==> src/rtl/smc_pkg.sv <==
package smc_pkg;
  typedef enum logic [1:0] {
    OP_OFF = 2'd0,
    OP_SER = 2'd1,
    OP_DES = 2'd2
  } op_mode_e;

  localparam logic [1:0] PINS_OFF = 2'b00;
endpackage

==> src/rtl/smc_sync.sv <==
module smc_sync #(
  parameter int W      = 1,
  parameter int STAGES = 2
) (
  input  logic         clk,
  input  logic         rst_n,
  input  logic [W-1:0] d,
  output logic [W-1:0] q
);
  logic [W-1:0] stg [STAGES];

  always_ff @(posedge clk or negedge rst_n) begin
    if (!rst_n) begin
      for (int i = 0; i < STAGES; i++) stg[i] <= '0;
    end else begin
      stg[0] <= d;
      for (int i = 1; i < STAGES; i++) stg[i] <= stg[i-1];
    end
  end

  assign q = stg[STAGES-1];
endmodule

==> src/rtl/smc_mode_decode.sv <==
module smc_mode_decode
  import smc_pkg::*;
(
  input  logic [1:0] mode_s,
  input  logic       dir_s,
  output op_mode_e   op,
  output logic [1:0] freq_sel
);
  always_comb begin
    freq_sel = mode_s;
    if (mode_s == PINS_OFF) op = OP_OFF;
    else if (dir_s)         op = OP_SER;
    else                    op = OP_DES;
  end
endmodule

==> src/rtl/smc_refclk_mon.sv <==
module smc_refclk_mon #(
  parameter int LOSS_CYCLES = 64
) (
  input  logic clk,
  input  logic rst_n,
  input  logic ref_async,
  input  logic pwr_down,
  output logic use_ref,
  output logic ref_lost
);
  localparam int              LW       = $clog2(LOSS_CYCLES + 1);
  localparam logic [LW-1:0]   LOSS_MAX = LW'(LOSS_CYCLES);

  logic          ref_s, ref_d, ref_edge;
  logic [LW-1:0] idle_cnt;

  smc_sync #(.W(1), .STAGES(2)) u_ref_sync (
    .clk(clk), .rst_n(rst_n), .d(ref_async), .q(ref_s)
  );

  always_ff @(posedge clk or negedge rst_n) begin
    if (!rst_n) ref_d <= 1'b0;
    else        ref_d <= ref_s;
  end

  assign ref_edge = ref_s ^ ref_d;

  // cycles since the last reference edge, saturating at the loss limit
  always_ff @(posedge clk or negedge rst_n) begin
    if (!rst_n)                   idle_cnt <= LOSS_MAX;
    else if (pwr_down)            idle_cnt <= LOSS_MAX;
    else if (ref_edge)            idle_cnt <= '0;
    else if (idle_cnt != LOSS_MAX) idle_cnt <= idle_cnt + 1'b1;
  end

  // sticky clock-source choice; only a low reference in power-down clears it
  always_ff @(posedge clk or negedge rst_n) begin
    if (!rst_n)        use_ref <= 1'b0;
    else if (pwr_down) begin
      if (!ref_s)      use_ref <= 1'b0;
    end
    else if (ref_edge) use_ref <= 1'b1;
  end

  assign ref_lost = (idle_cnt == LOSS_MAX);

  a_r5_sticky_ref: assert property (@(posedge clk) disable iff (!rst_n)
    (use_ref && !pwr_down) |=> use_ref);
  a_r6_clear_in_pd: assert property (@(posedge clk) disable iff (!rst_n)
    $fell(use_ref) |-> $past(pwr_down));
  a_r8_edge_clears: assert property (@(posedge clk) disable iff (!rst_n)
    (ref_edge && !pwr_down) |=> !ref_lost);
endmodule

==> src/rtl/smc_lock_timer.sv <==
module smc_lock_timer #(
  parameter int CW = 8
) (
  input  logic          clk,
  input  logic          rst_n,
  input  logic          run,
  input  logic [CW-1:0] limit,
  output logic          done
);
  logic [CW-1:0] cnt;

  always_ff @(posedge clk or negedge rst_n) begin
    if (!rst_n)           cnt <= '0;
    else if (!run)        cnt <= '0;
    else if (cnt < limit) cnt <= cnt + 1'b1;
  end

  assign done = run && (cnt >= limit);

  a_r9_rise_after_run: assert property (@(posedge clk) disable iff (!rst_n)
    ($rose(done) && limit != '0) |-> $past(run));
  a_r9_stop_restarts: assert property (@(posedge clk) disable iff (!rst_n)
    (!run && limit != '0 && $stable(limit)) |=> !done);
endmodule

==> src/rtl/serdes_mode_ctrl.sv <==
module serdes_mode_ctrl
  import smc_pkg::*;
#(
  parameter int LOSS_CYCLES = 64,
  parameter int LOCK_W      = 8
) (
  input  logic              clk,
  input  logic              rst_n,
  input  logic [1:0]        mode_pins,
  input  logic              dir_in,
  input  logic              ref_clk,
  input  logic [LOCK_W-1:0] lock_cycles,
  output logic              dir_out,
  output logic              pwr_down,
  output logic [1:0]        freq_sel,
  output logic              ser_en,
  output logic              des_en,
  output logic              par_oe,
  output logic              pll_en,
  output logic              use_ref,
  output logic              ref_lost,
  output logic              data_valid
);
  logic [2:0] pin_s;
  op_mode_e   op;
  logic       link_run;

  // turnaround path stays combinational so the partner follows at once
  assign dir_out = ~dir_in;

  smc_sync #(.W(3), .STAGES(2)) u_pin_sync (
    .clk(clk), .rst_n(rst_n), .d({dir_in, mode_pins}), .q(pin_s)
  );

  smc_mode_decode u_decode (
    .mode_s(pin_s[1:0]), .dir_s(pin_s[2]), .op(op), .freq_sel(freq_sel)
  );

  assign pwr_down = (op == OP_OFF);

  smc_refclk_mon #(.LOSS_CYCLES(LOSS_CYCLES)) u_refmon (
    .clk(clk), .rst_n(rst_n), .ref_async(ref_clk), .pwr_down(pwr_down),
    .use_ref(use_ref), .ref_lost(ref_lost)
  );

  assign link_run = !pwr_down && !(use_ref && ref_lost);
  assign ser_en   = (op == OP_SER) && link_run;
  assign des_en   = (op == OP_DES) && link_run;
  assign par_oe   = (op == OP_DES);
  assign pll_en   = !pwr_down && use_ref && !ref_lost;

  smc_lock_timer #(.CW(LOCK_W)) u_lock (
    .clk(clk), .rst_n(rst_n), .run(link_run), .limit(lock_cycles),
    .done(data_valid)
  );

  a_r1_pd_quiet: assert property (@(posedge clk) disable iff (!rst_n)
    pwr_down |-> !(ser_en || des_en || par_oe || pll_en || data_valid));
  a_r2_one_path: assert property (@(posedge clk) disable iff (!rst_n)
    $onehot0({ser_en, des_en}));
  a_r4_no_drive_ser: assert property (@(posedge clk) disable iff (!rst_n)
    ser_en |-> !par_oe);
  a_r7_lost_idles_pll: assert property (@(posedge clk) disable iff (!rst_n)
    ref_lost |-> !pll_en);
endmodule

==> config.mk <==
export PLATFORM = sky130hd
export DESIGN_NAME = serdes_mode_ctrl
export DESIGN_NICKNAME = d
export VERILOG_FILES = /design/src/rtl/smc_pkg.sv /design/src/rtl/smc_sync.sv /design/src/rtl/smc_mode_decode.sv /design/src/rtl/smc_refclk_mon.sv /design/src/rtl/smc_lock_timer.sv /design/src/rtl/serdes_mode_ctrl.sv
export SDC_FILE = /design/constraint.sdc
export NUM_CORES = 1
export LEC_CHECK = 0
export BUFFER_PORTS_ARGS = -buffer_cell sky130_fd_sc_hd__buf_2
export CAP_MARGIN = 30
export CORE_MARGIN = 2
export CORE_UTILIZATION = 42
export CTS_CLUSTER_SIZE = 28
export DETAILED_ROUTE_END_ITERATION = 10
export GPL_ROUTABILITY_DRIVEN = 0
export GPL_TIMING_DRIVEN = 0
export SLEW_MARGIN = 20
export SYNTH_ARGS = -nofsm -noshare
export SYNTH_HDL_FRONTEND = slang
export SYNTH_SLANG_ARGS = --single-unit
==> constraint.sdc <==
create_clock -name clk -period 6.35 [get_ports clk]
set_clock_uncertainty 0.2 [all_clocks]
set_input_delay 1.27 -clock clk [delete_from_list [all_inputs] [get_ports clk]]
set_output_delay 1.27 -clock clk [all_outputs]
set_load 0.01 [all_outputs]
==> flow_metrics.env <==
export IMPL_status="finished, final reports clean"
export IMPL_hold_buffers=0
export IMPL_crit_chain="buf_2 -> inv_1 -> ha_1 -> nor2b_1 -> o211ai_1 -> a21oi_1 -> buf_2 -> nor3_1 -> nor2_1 -> buf_2"
export IMPL_synth_compound_area_share_pct=13.3
export IMPL_worstMarginPinSlew_ns=0.605
export IMPL_fmax_mhz=226
export IMPL_place_ws_ns=1.95
export IMPL_ff2ff_setup_slack_ns=4.07
export IMPL_hold_class="flop to flop"
export IMPL_num_antenna_cells=0
export IMPL_p_leak_nw=0.734
export IMPL_final_max_slew_viol_count=0
export IMPL_synth_top_family_by_area="simple AND/OR/NAND/NOR gates"
export IMPL_peakVddDrop_uv=129
export IMPL_fin_ws_ns=1.93
export IMPL_crit_path_start_kind="primary input"
export IMPL_synth_fp_nets=154
export IMPL_grt_pass1_vias=965
export IMPL_viasPerCell=5.07
export IMPL_r2r_end="u_lock.cnt[6]$_DFFE_PN0P_"
export IMPL_post_cts_setup_buffers=0
export IMPL_ioPinCount=25
export IMPL_portBuffers=24
export IMPL_hold_viol=0
export IMPL_first_pass_iters=4
export IMPL_power_density_nw_per_um2=233
export IMPL_synth_xor_xnor_area_share_pct=3.98
export IMPL_ant_nets=0
export IMPL_cts_root_buffer="clkbuf_4"
export IMPL_maxCapViolations=0
export IMPL_whs_endpoint="u_pin_sync.q[0]$_DFF_PN0_"
export IMPL_fin_setup_tns_ns=0
export IMPL_slew_limit_headroom_pct=59.3
export IMPL_netlist_top_cells_count="dfrtp_1 (24), a21oi_1 (12), ha_1 (11), inv_1 (11), nor2_1 (10)"
export IMPL_crit_buf_inv=4
export IMPL_cts_buffers=3
export IMPL_grt_pass1_wl_mm=4.15
export IMPL_ys_types=34
export IMPL_critPathTopFamily="buffers and inverters"
export IMPL_yosys_top_cells_area="dfrtp_1 (45%), ha_1 (10%), a21oi_1 (4.5%)"
export IMPL_cts_path_max_buffers=2
export IMPL_r2r_cells=7
export IMPL_yosys_area_share_simple_pct=19.4
export IMPL_path_clk_slew_ns=0.13
export IMPL_first_iter_violations=33
export IMPL_fin_util_pct=50.2
export IMPL_min_delay_path_depth=0
export IMPL_grt_usage_pct=15.6
export IMPL_synthMuxAreaShare_pct=0.758
export IMPL_antenna_found_initial=0
export IMPL_dieArea_um2=3610
export IMPL_ys_async_sr_fraction_pct=100
export IMPL_grt_max_degree=26
export IMPL_cp_max_fo=10
export IMPL_worstPathRequired_ns=4.88
export IMPL_drt_wl_total_mm=2.51
export IMPL_fillerInstances=294
export IMPL_synth_seq_area_share_pct=47.5
export IMPL_gr_total_overflow=0
export IMPL_grt_setup_unrepaired="no"
export IMPL_synth_cell_area_um2=1320
export IMPL_hold_slack_ns=0.168
export IMPL_fin_nets=183
export IMPL_yosysWarnings=0
export IMPL_die_x_um=60.1
export IMPL_fin_crit_sh_pct=69.6
export IMPL_crit_slowest_cell="a21oi_1"
export IMPL_end_kind="output port"
export IMPL_start_util_pct=43.6
export IMPL_num_rows=20
export IMPL_synth_adder_area_share_pct=10.4
export IMPL_critPathMaxStageDelay_ns=0.43
export IMPL_path_depth=10
export IMPL_route_detailed_wl_per_inst_um=12.5
export IMPL_post_dp_hpwl_mm=1.87
export IMPL_cts_resized_gates=0
export IMPL_clock_sinks=25
export IMPL_fin_crit_ns=4.42
export IMPL_ys_flop_type="dfrtp_1"
export IMPL_drc=0
export IMPL_syn_to_final_growth_pct=15.3
export IMPL_ys_seq_elements=25
export IMPL_holdCritStartpoint="u_pin_sync.stg[3]$_DFF_PN0_"
export IMPL_synth_cells=129
export IMPL_die_y_um=60.1
export IMPL_vias=1020
export IMPL_critical_path_class="primary input to output port"
export IMPL_worstPathArrival_ns=2.95
export IMPL_clk_latency_ns=0.31
export IMPL_r2r_start="u_lock.cnt[1]$_DFFE_PN0P_"
export IMPL_synth_edff_count=0
export IMPL_yosys_area_top_type="dfrtp_1"
export IMPL_yosysMostFrequentCell="dfrtp_1"
export IMPL_synth_top_area_share_pct=45.5
export IMPL_cpMostUsedCell="buf_2"
export IMPL_syn_avg_cell_area_um2=10.2
export IMPL_drive_above_1_share_pct=22.3
export IMPL_setup_viol=0
export IMPL_cts_tree="built"
export IMPL_core_area_um2=3030
export IMPL_htree_levels=1
[per-layer routing]
layer / track usage (%) / wire [um] / part of all wire (%)
met5: 0 / 0 / 0
met4: 5.71 / 44 / 1.8
met3: 2.60 / 104 / 4.1
met2: 23.6 / 1090 / 43
met1: 22.3 / 1270 / 51
[final cells by class]
type	count	area, um2	share of cell area [%]
multi-input cells	90	632	41.5
flip-flops and latches	25	627	41.2
repair buffers	24	120	7.89
well taps	44	55.1	3.62
inverters	11	41.3	2.71
clock buffers	4	26.3	1.73
plain buffers	3	20.0	1.32
[flip-flops by register name, indices dropped and copies added, names as in the netlist]
name / flops
u_refmon.u_ref_sync.q: 1
u_refmon.idle_cnt: 7
u_refmon.ref_d: 1
u_pin_sync.stg: 3
u_lock.cnt: 8
u_refmon.u_ref_sync.stg: 1
u_refmon.use_ref: 1
u_pin_sync.q: 3
[power by group]
part	switching (mW)	leakage (nW)	total [mW]	internal [mW]
clock network	0.0464	0.0150	0.0709	0.0246
registers	0.0196	0.316	0.194	0.175
logic	0.0474	0.402	0.0886	0.0412
[cells by family (layout without fill, tap and decap cells)]
group,count (synthesis),after routing
flops,25,25
buf+inv,14,42
fa+ha+maj,11,11
simple gates,43,43
xor+xnor,6,6
mux,1,1
compound gates,29,29
[how the worst max path moves through the flow]
| stage | start | to | slack [ns] |
|---|---|---|---|
| CTS | lock_cycles[1] | data_valid | 1.95 |
| global route | lock_cycles[1] | data_valid | 1.76 |
| detailed placement | lock_cycles[1] | data_valid | 1.95 |
| floorplan | lock_cycles[1] | data_valid | 2.37 |
| global placement | lock_cycles[1] | data_valid | 1.97 |
| finish | lock_cycles[1] | data_valid | 1.93 |
[cell usage in the layout, fill, tap and decap left out, types with 2 or more instances in the layout]
cell	count
inv_1	11
xnor2_1	3
and3_1	2
or4_1	2
and2_1	2
a21oi_1	12
ha_1	11
clkbuf_4	3
nand3_1	3
nand2_1	5
dfrtp_1	24
or3_1	5
buf_2	25
buf_4	2
o211ai_1	3
o31ai_1	2
o21ai_0	7
nor2_1	10
nand4_1	6
xor2_1	3
[through the flow]
step / total power [mW] / instances / instance area (um2)
floorplan: 0.255 / 129 / 1320
global placement: 0.283 / 197 / 1500
detailed placement: 0.287 / 197 / 1500
CTS: 0.359 / 201 / 1520
global route: 0.377 / 201 / 1520
finish: 0.354 / 201 / 1520
[worst register-to-register path: stages (launching register included)]
cell	delay (ns)
dfrtp_1	0.48
ha_1	0.32
nor2b_1	0.13
o211ai_1	0.09
a21oi_1	0.43
buf_2	0.30
o21ai_0	0.13
a21oi_1	0.14
No activity file was read; power rests on OpenSTA's default activity.
